## src/rtl/hdlc_tx_pkg.sv

```systemverilog
`timescale 1ns/1ps
package hdlc_tx_pkg;
  localparam logic [7:0] FLAG_PAT = 8'h7E;
  localparam logic [15:0] FCS_POLY_REFL = 16'h8408;
  localparam logic [15:0] FCS_PRESET = 16'hFFFF;

  typedef enum logic [2:0] {
    ST_FILL, ST_OPEN, ST_DATA, ST_FCS, ST_CLOSE, ST_ABORT
  } tx_state_e;

  // one bit of the reflected CRC-16 update
  function automatic logic [15:0] fcs_step(input logic [15:0] c, input logic b);
    logic fb;
    fb = c[0] ^ b;
    return (c >> 1) ^ (fb ? FCS_POLY_REFL : 16'h0000);
  endfunction
endpackage

```

## src/rtl/hdlc_slot_gate.sv

```systemverilog
`timescale 1ns/1ps
module hdlc_slot_gate #(
  parameter int N_CH = 3,
  parameter int SEL_W = 2
) (
  input  logic             clk,
  input  logic             rst_n,
  input  logic             slot_valid,
  input  logic [SEL_W-1:0] slot_ch,
  input  logic             slot_first,
  input  logic [N_CH-1:0]  ch_en,
  output logic             take,
  output logic             first_en
);
  logic [N_CH-1:0] hit;
  logic            seen_q;

  for (genvar g = 0; g < N_CH; g++) begin : g_ch
    assign hit[g] = slot_valid && (slot_ch == SEL_W'(g)) && ch_en[g];
  end

  assign take     = |hit;
  assign first_en = take && (slot_first || !seen_q);

  always_ff @(posedge clk) begin
    if (!rst_n)          seen_q <= 1'b0;
    else if (slot_first) seen_q <= take;
    else if (take)       seen_q <= 1'b1;
  end

  AST_FIRST_ONCE: assert property (@(posedge clk) disable iff (!rst_n)
    first_en |=> (!first_en || slot_first));
  AST_TAKE_NEEDS_SLOT: assert property (@(posedge clk) disable iff (!rst_n)
    take |-> slot_valid);
endmodule

```

## src/rtl/hdlc_fcs.sv

```systemverilog
`timescale 1ns/1ps
module hdlc_fcs
  import hdlc_tx_pkg::*;
(
  input  logic        clk,
  input  logic        rst_n,
  input  logic        clr,
  input  logic        en,
  input  logic        din,
  output logic [15:0] crc_nx
);
  logic [15:0] crc_q;

  assign crc_nx = fcs_step(crc_q, din);

  always_ff @(posedge clk) begin
    if (!rst_n)   crc_q <= FCS_PRESET;
    else if (clr) crc_q <= FCS_PRESET;
    else if (en)  crc_q <= crc_nx;
  end

  AST_FCS_PRESET: assert property (@(posedge clk) disable iff (!rst_n)
    clr |=> (crc_q == FCS_PRESET));
endmodule

```

## src/rtl/hdlc_tx_framer.sv

```systemverilog
`timescale 1ns/1ps
module hdlc_tx_framer
  import hdlc_tx_pkg::*;
#(
  parameter int DATA_W = 8,
  parameter int FCS_W = 16,
  parameter int ABORT_LEN = 8,
  parameter int RUN_MAX = 5,
  localparam int CNT_W = $clog2(FCS_W),
  localparam int ONES_W = $clog2(RUN_MAX + 1),
  localparam int FILL_W = $clog2(8)
) (
  input  logic              clk,
  input  logic              rst_n,
  input  logic              take,
  input  logic              first_en,
  input  logic              cfg_no_fcs,
  input  logic              cfg_idle_fill,
  input  logic              cmd_send,
  input  logic              cmd_reset,
  input  logic [DATA_W-1:0] in_data,
  input  logic              in_last,
  input  logic              in_valid,
  output logic              in_ready,
  input  logic [FCS_W-1:0]  crc_nx,
  output logic              crc_clr,
  output logic              crc_en,
  output logic              crc_bit,
  output logic              bit_out,
  output logic              busy
);
  tx_state_e         state_q, state_d;
  logic [CNT_W-1:0]  cnt_q, cnt_d;
  logic [ONES_W-1:0] ones_q, ones_d;
  logic [FCS_W-1:0]  sh_q, sh_d;
  logic [FILL_W-1:0] fidx_q, fidx_d;
  logic [DATA_W-1:0] nxt_q, nxt_d;
  logic pend_q, pend_d, nocrc_q, nocrc_d, cur_last_q, cur_last_d;
  logic nxt_v_q, nxt_v_d, nxt_last_q, nxt_last_d, got_last_q, got_last_d;
  logic fill_sel_q, fill_sel_d;

  // named internal events
  logic start_now, stuff_now, field_bit, byte_end, in_fire;

  assign start_now = take && first_en && pend_q && (state_q == ST_FILL);
  assign stuff_now = (ones_q == ONES_W'(RUN_MAX)) &&
                     ((state_q == ST_DATA) || (state_q == ST_FCS) ||
                      ((state_q == ST_CLOSE) && (cnt_q == '0)));
  assign field_bit = take && !stuff_now &&
                     ((state_q == ST_DATA) || (state_q == ST_FCS));
  assign byte_end  = field_bit && (state_q == ST_DATA) &&
                     (cnt_q == CNT_W'(DATA_W - 1));
  assign in_ready  = ((state_q == ST_OPEN) || (state_q == ST_DATA)) &&
                     !nxt_v_q && !got_last_q;
  assign in_fire   = in_valid && in_ready;
  assign busy      = (state_q != ST_FILL);

  assign crc_clr = start_now;
  assign crc_en  = field_bit && (state_q == ST_DATA);
  assign crc_bit = sh_q[0];

  always_comb begin
    unique case (state_q)
      ST_FILL:  bit_out = start_now ? FLAG_PAT[0] :
                          (fill_sel_q ? 1'b1 : FLAG_PAT[fidx_q]);
      ST_OPEN:  bit_out = FLAG_PAT[cnt_q[FILL_W-1:0]];
      ST_DATA,
      ST_FCS:   bit_out = stuff_now ? 1'b0 : sh_q[0];
      ST_CLOSE: bit_out = stuff_now ? 1'b0 : FLAG_PAT[cnt_q[FILL_W-1:0]];
      default:  bit_out = 1'b1;
    endcase
  end

  always_comb begin
    state_d    = state_q;
    cnt_d      = cnt_q;
    ones_d     = ones_q;
    sh_d       = sh_q;
    fidx_d     = fidx_q;
    pend_d     = pend_q | cmd_send;
    nocrc_d    = nocrc_q;
    cur_last_d = cur_last_q;
    nxt_d      = nxt_q;
    nxt_v_d    = nxt_v_q;
    nxt_last_d = nxt_last_q;
    got_last_d = got_last_q;
    if (in_fire) begin
      nxt_d      = in_data;
      nxt_v_d    = 1'b1;
      nxt_last_d = in_last;
      got_last_d = got_last_q | in_last;
    end
    if (take) begin
      unique case (state_q)
        ST_FILL: begin
          if (start_now) begin
            state_d    = ST_OPEN;
            cnt_d      = CNT_W'(1);
            pend_d     = 1'b0;
            nocrc_d    = cfg_no_fcs;
            ones_d     = '0;
            got_last_d = 1'b0;
          end else begin
            fidx_d = fidx_q + 1'b1;
          end
        end
        ST_OPEN: begin
          cnt_d = cnt_q + 1'b1;
          if (cnt_q == CNT_W'(7)) begin
            cnt_d = '0;
            if (nxt_v_q) begin
              state_d    = ST_DATA;
              sh_d       = FCS_W'(nxt_q);
              cur_last_d = nxt_last_q;
              nxt_v_d    = 1'b0;
            end else begin
              state_d = ST_ABORT;
            end
          end
        end
        ST_DATA, ST_FCS: begin
          if (stuff_now) begin
            ones_d = '0;
          end else begin
            ones_d = sh_q[0] ? ones_q + 1'b1 : '0;
            sh_d   = sh_q >> 1;
            cnt_d  = cnt_q + 1'b1;
            if (byte_end) begin
              cnt_d = '0;
              if (cur_last_q) begin
                state_d = nocrc_q ? ST_CLOSE : ST_FCS;
                sh_d    = ~crc_nx;
              end else if (nxt_v_q) begin
                sh_d       = FCS_W'(nxt_q);
                cur_last_d = nxt_last_q;
                nxt_v_d    = 1'b0;
              end else begin
                state_d = ST_ABORT;
              end
            end else if ((state_q == ST_FCS) && (cnt_q == CNT_W'(FCS_W - 1))) begin
              state_d = ST_CLOSE;
              cnt_d   = '0;
            end
          end
        end
        ST_CLOSE: begin
          if (stuff_now) begin
            ones_d = '0;
          end else begin
            cnt_d = cnt_q + 1'b1;
            if (cnt_q == CNT_W'(7)) begin
              state_d = ST_FILL;
              cnt_d   = '0;
              fidx_d  = '0;
            end
          end
        end
        default: begin
          cnt_d = cnt_q + 1'b1;
          if (cnt_q == CNT_W'(ABORT_LEN - 1)) begin
            state_d = ST_FILL;
            cnt_d   = '0;
            fidx_d  = '0;
          end
        end
      endcase
    end
    if (cmd_reset) begin
      state_d    = ST_FILL;
      cnt_d      = '0;
      ones_d     = '0;
      fidx_d     = '0;
      pend_d     = 1'b0;
      nxt_v_d    = 1'b0;
      got_last_d = 1'b0;
    end
    fill_sel_d = (state_d == ST_FILL) ? cfg_idle_fill : fill_sel_q;
  end

  always_ff @(posedge clk) begin
    if (!rst_n) begin
      state_q    <= ST_FILL;
      cnt_q      <= '0;
      ones_q     <= '0;
      sh_q       <= '0;
      fidx_q     <= '0;
      pend_q     <= 1'b0;
      nocrc_q    <= 1'b0;
      cur_last_q <= 1'b0;
      nxt_q      <= '0;
      nxt_v_q    <= 1'b0;
      nxt_last_q <= 1'b0;
      got_last_q <= 1'b0;
      fill_sel_q <= 1'b1;
    end else begin
      state_q    <= state_d;
      cnt_q      <= cnt_d;
      ones_q     <= ones_d;
      sh_q       <= sh_d;
      fidx_q     <= fidx_d;
      pend_q     <= pend_d;
      nocrc_q    <= nocrc_d;
      cur_last_q <= cur_last_d;
      nxt_q      <= nxt_d;
      nxt_v_q    <= nxt_v_d;
      nxt_last_q <= nxt_last_d;
      got_last_q <= got_last_d;
      fill_sel_q <= fill_sel_d;
    end
  end

  AST_ONES_BOUND: assert property (@(posedge clk) disable iff (!rst_n)
    ones_q <= ONES_W'(RUN_MAX));
  AST_START_ALIGNED: assert property (@(posedge clk) disable iff (!rst_n)
    $rose(busy) |-> $past(first_en));
  AST_FILL_HELD: assert property (@(posedge clk) disable iff (!rst_n)
    (busy && $past(busy)) |-> $stable(fill_sel_q));
  AST_RESET_IDLE: assert property (@(posedge clk) disable iff (!rst_n)
    cmd_reset |=> (!busy && !in_ready));
  AST_READY_IN_FRAME: assert property (@(posedge clk) disable iff (!rst_n)
    in_ready |-> busy);
  AST_ONE_AHEAD: assert property (@(posedge clk) disable iff (!rst_n)
    in_fire |=> !in_ready);
  AST_ABORT_LEN: assert property (@(posedge clk) disable iff (!rst_n)
    (state_q == ST_ABORT) |-> (cnt_q < CNT_W'(ABORT_LEN)));
endmodule

```

## src/rtl/hdlc_slot_tx.sv

```systemverilog
`timescale 1ns/1ps
module hdlc_slot_tx #(
  parameter int DATA_W = 8,
  parameter int N_CH = 3,
  parameter int SEL_W = 2,
  parameter int ABORT_LEN = 8
) (
  input  logic              clk,
  input  logic              rst_n,
  input  logic              slot_valid,
  input  logic [SEL_W-1:0]  slot_ch,
  input  logic              slot_first,
  input  logic [N_CH-1:0]   ch_en,
  input  logic              cfg_no_fcs,
  input  logic              cfg_idle_fill,
  input  logic              cmd_send,
  input  logic              cmd_reset,
  input  logic [DATA_W-1:0] in_data,
  input  logic              in_last,
  input  logic              in_valid,
  output logic              in_ready,
  output logic              tx_bit,
  output logic              tx_take,
  output logic              busy
);
  localparam int FCS_W = 16;

  logic             take_w, first_w, crc_clr, crc_en, crc_bit, bit_w;
  logic [FCS_W-1:0] crc_nx;

  hdlc_slot_gate #(.N_CH(N_CH), .SEL_W(SEL_W)) u_gate (
    .clk(clk), .rst_n(rst_n), .slot_valid(slot_valid), .slot_ch(slot_ch),
    .slot_first(slot_first), .ch_en(ch_en), .take(take_w), .first_en(first_w)
  );

  hdlc_fcs u_fcs (
    .clk(clk), .rst_n(rst_n), .clr(crc_clr), .en(crc_en), .din(crc_bit),
    .crc_nx(crc_nx)
  );

  hdlc_tx_framer #(.DATA_W(DATA_W), .FCS_W(FCS_W), .ABORT_LEN(ABORT_LEN)) u_framer (
    .clk(clk), .rst_n(rst_n), .take(take_w), .first_en(first_w),
    .cfg_no_fcs(cfg_no_fcs), .cfg_idle_fill(cfg_idle_fill),
    .cmd_send(cmd_send), .cmd_reset(cmd_reset),
    .in_data(in_data), .in_last(in_last), .in_valid(in_valid), .in_ready(in_ready),
    .crc_nx(crc_nx), .crc_clr(crc_clr), .crc_en(crc_en), .crc_bit(crc_bit),
    .bit_out(bit_w), .busy(busy)
  );

  assign tx_take = take_w;
  assign tx_bit  = take_w ? bit_w : 1'b1;

  AST_LINE_IDLE_UNUSED: assert property (@(posedge clk) disable iff (!rst_n)
    (!slot_valid) |-> tx_bit);
endmodule

```

## config.mk

```make
export PLATFORM = sky130hd
export DESIGN_NAME = hdlc_slot_tx
export DESIGN_NICKNAME = d
export VERILOG_FILES = /design/src/rtl/hdlc_tx_pkg.sv /design/src/rtl/hdlc_slot_gate.sv /design/src/rtl/hdlc_fcs.sv /design/src/rtl/hdlc_tx_framer.sv /design/src/rtl/hdlc_slot_tx.sv
export SDC_FILE = /design/constraint.sdc
export NUM_CORES = 1
export LEC_CHECK = 0
export BUFFER_PORTS_ARGS = -buffer_cell sky130_fd_sc_hd__buf_2
export CORE_UTILIZATION = 40
export CTS_CLUSTER_DIAMETER = 120
export DETAILED_ROUTE_END_ITERATION = 16
export HOLD_SLACK_MARGIN = 0.15
export MAX_ROUTING_LAYER = met4
export SLEW_MARGIN = 25
export SYNTH_ARGS = -nofsm -noshare
export SYNTH_HDL_FRONTEND = slang
export SYNTH_SLANG_ARGS = --single-unit
```

## constraint.sdc

```tcl
create_clock -name clk -period 2 [get_ports clk]
set_input_delay 0.3 -clock clk [delete_from_list [all_inputs] [get_ports clk]]
set_output_delay 0.3 -clock clk [all_outputs]
set_load 0.03 [all_outputs]
```

==> metrics <==
Post-synth ARST share 0%; Top FF cell, synth dfxtp_1; violated checks negative setup slack; initial antenna violation count 0; CP delay by family, top buffers and inverters; clock root cell clkbuf_8; max_cap viols 0; warnings from Yosys 0; GP Congestion 0.898; Clk Latency, worst-skew pair 0.36 ns; worst setup path class reg2out; GRT overflow 0; Worst-Margin Slew 0.518 ns; Slew headroom 65.3%; startpoint types flop; CP Data Required Time 1.70 ns; Hold WC Path Type in2reg; post-synthesis net count 434; Cell Area, Placed 3890 µm²; post-layout util between 50% and 60%; CTS tree done; max frequency 0.488 GHz; DRT Pass-1 Iters 5; pwr/cell area 571 nW/µm²; Worst Clk Skew 0.0133 ns; final hold violations 0; Row Count 33; # DRC 0; RSZ-0062 raised after global routing true; Synth Register Bits between 60 and 70; Antenna Cells 0; Slew Viols, Final 0; core area 8300 µm²; Seq/Total Area, Yosys between 30% and 40%; Clock transition at path regs 0.08 ns; Final TNS setup -0.0600 ns; GRT Util Overall 23.1%; DR iter-0 viols roughly 160; Die W 94.9 µm; Clock Sinks 63; Peak supply drop 564 µV; DR vias between 3000 and 4000; Slowest cell on crit path dfxtp_2; DP HPWL roughly 6600 µm; Post-synth EDFFs 0; vias in the first global route 3148; starting density of the core 41.6%; mapped cell area ~3400 µm²; Boundary Pins 27; Die H 94.9 µm; endpoints failing setup 2; H-tree Lvls 3; LEAKAGE around 1.7 nW; worst path arrival time 1.75 ns; die area 9000 µm²; library cells used by synthesis 69; post-layout instance area 4320 µm²; total power between 0.002 and 0.0025 W; fin worst setup slack -0.0484 ns; Avg Cell Area, Syn approximately 8.5 µm²; reg-to-reg slack, setup -0.01 ns; routed wire length 9380 µm; share of cells above drive strength 1 28.8%; buffers added on ports 26; CP Cell Sequence buf_4 > inv_1 > ha_1 > nand3_4 > nand3_2 > o21ai_2 > a31o_2 > buf_6; largest net degree at the start of global routing 20; vias per cell 5.68; part of the cycle the worst path needs 102%; Mapped Cells 406; first-pass GRT wire length 15500 µm; final net count just under 500; Place WS 0.000315 ns; CP Max Fanout 3; CTS Buffer Depth 2; WL/cell about 16 µm; outcome finished with violations; critical path endpoint category output port; ANT nets after route 0; min Tclk post-route 2.05 ns; Max stage delay on crit path 0.34 ns; P&R area growth vs syn 25.2%; number of buffers and inverters on the critical path 3; total clock buffers created by CTS 9
[final timing paths]
| kind | from | endpoint | cells past startpoint |
|---|---|---|---|
| max | u_framer.cnt_q[0] | tx_bit | 8 |
| min | cmd_reset | u_framer.pend_q | 2 |
| max reg2reg | u_framer.cnt_q[0] | flop | 8 |
| min reg2reg | u_framer.sh_q[5] | u_framer.sh_q[5] | 2 |
[power breakdown]
group          total (W)  leakage [nW]  internal, W  switching, W
Sequential       0.00126         0.512      0.00126    0.00000647
Clock            0.00104        0.0862     0.000460      0.000582
Combinational   0.000159          1.09    0.0000700     0.0000891
[per-layer routing]
layer | global-route usage, % | up-vias | routed length (µm)
li1 | - | 1592 | -
met5 | - | - | 0
met3 | 4.11 | 23 | 469
met2 | 38.2 | 100 | 4600
met4 | 9.09 | 0 | 205
met1 | 27.7 | 1544 | 4110
[synth_stat cells, types with 3 or more instances]
| cell | number | area share, % |
|---|---|---|
| nand3b_1 | 4 | 0.87 |
| a21boi_1 | 5 | 1.1 |
| dfxtp_1 | 63 | 37 |
| xor2_1 | 3 | 0.76 |
| clkbuf_1 | 10 | 1.1 |
| o22ai_1 | 8 | 1.5 |
| o211ai_1 | 5 | 1.1 |
| buf_2 | 11 | 1.6 |
| o221ai_1 | 8 | 2.0 |
| a32oi_1 | 3 | 0.76 |
| nor2b_1 | 21 | 3.8 |
| nand2b_1 | 6 | 1.1 |
| mux2i_1 | 12 | 3.5 |
| nand3_1 | 24 | 3.5 |
| nor2_1 | 18 | 2.0 |
| a21oi_1 | 11 | 1.6 |
| o21ai_0 | 10 | 1.5 |
| a22oi_1 | 9 | 2.0 |
| a21boi_0 | 5 | 1.1 |
| nand2_1 | 57 | 6.2 |
| and3_1 | 4 | 0.73 |
| a2bb2oi_1 | 7 | 1.8 |
| a21o_1 | 6 | 1.3 |
| ha_1 | 5 | 1.8 |
| inv_1 | 22 | 2.4 |
| a31oi_1 | 6 | 1.1 |
| nand4_1 | 3 | 0.54 |
| and2_1 | 3 | 0.54 |
| nor3_1 | 5 | 0.73 |
[stage by stage]
stage                     hold slack, ns  std cells
after floorplan                    0.376        406
after global placement             0.439        548
after detailed placement           0.445        548
after CTS                          0.172        566
after global routing               0.171        574
final                              0.185        574
[area by class of cell]
| type | instances | area (µm²) |
|---|---|---|
| timing repair buffer | 73 | 547 |
| tap | 105 | 131 |
| clock inverter | 7 | 55.1 |
| clock buffer | 9 | 124 |
| sequential | 63 | 1270 |
| multi-input combinational | 295 | 2110 |
| inverter | 22 | 82.6 |
| fill | 803 | 3980 |
[timing repair]
item	4_1_cts	5_1_grt
hold buffers	0	0
pin swaps	3	15
endpoints found under the setup margin	2	16
gates resized for setup	20	21
buffers inserted	2	8
[registers in the layout, indices dropped and copies added, names as in the netlist, 3 cells and up, named ones only]
register,flops
u_framer.cnt_q,4
u_framer.ones_q,3
u_framer.fidx_q,3
u_framer.state_q,3
u_framer.nxt_q,8
u_framer.sh_q,16
u_fcs.crc_q,16
[placed cells by master (no fill, tap or decap), drive strengths merged, types with 6 or more instances in the layout]
cell and n:
a21boi 11, nor3 8, nor2b 22, nand2b 6, a22oi 9, mux2i 12, nand3 24, buf 73
a31oi 7, nor2 18, a21o 6, o221ai 8, inv 24, clkbuf 9, a2bb2oi 7, o21ai 12
dfxtp 63, nand2 58, o22ai 8, a21oi 11
[worst register-to-register path: stages, from the launching register on]
cell	delay, ns
dfxtp_2	0.36
buf_4	0.12
inv_1	0.05
ha_1	0.25
a31o_2	0.25
o211ai_1	0.15
nand3_1	0.25
a21o_1	0.28
a221oi_2	0.23
[kinds of logic after synthesis]
group | count (synthesis) | share of synthesized area (%)
multiplexers | 12 | 3.48
flip-flops | 63 | 36.6
XOR/XNOR | 5 | 1.27
buffers and inverters | 48 | 6.20
AND/OR/NAND/NOR | 164 | 25.8
adder cells (fa/ha/maj) | 5 | 1.81
AO/OA/AOI/OAI | 109 | 24.9
(Power assumes the default switching activity.)
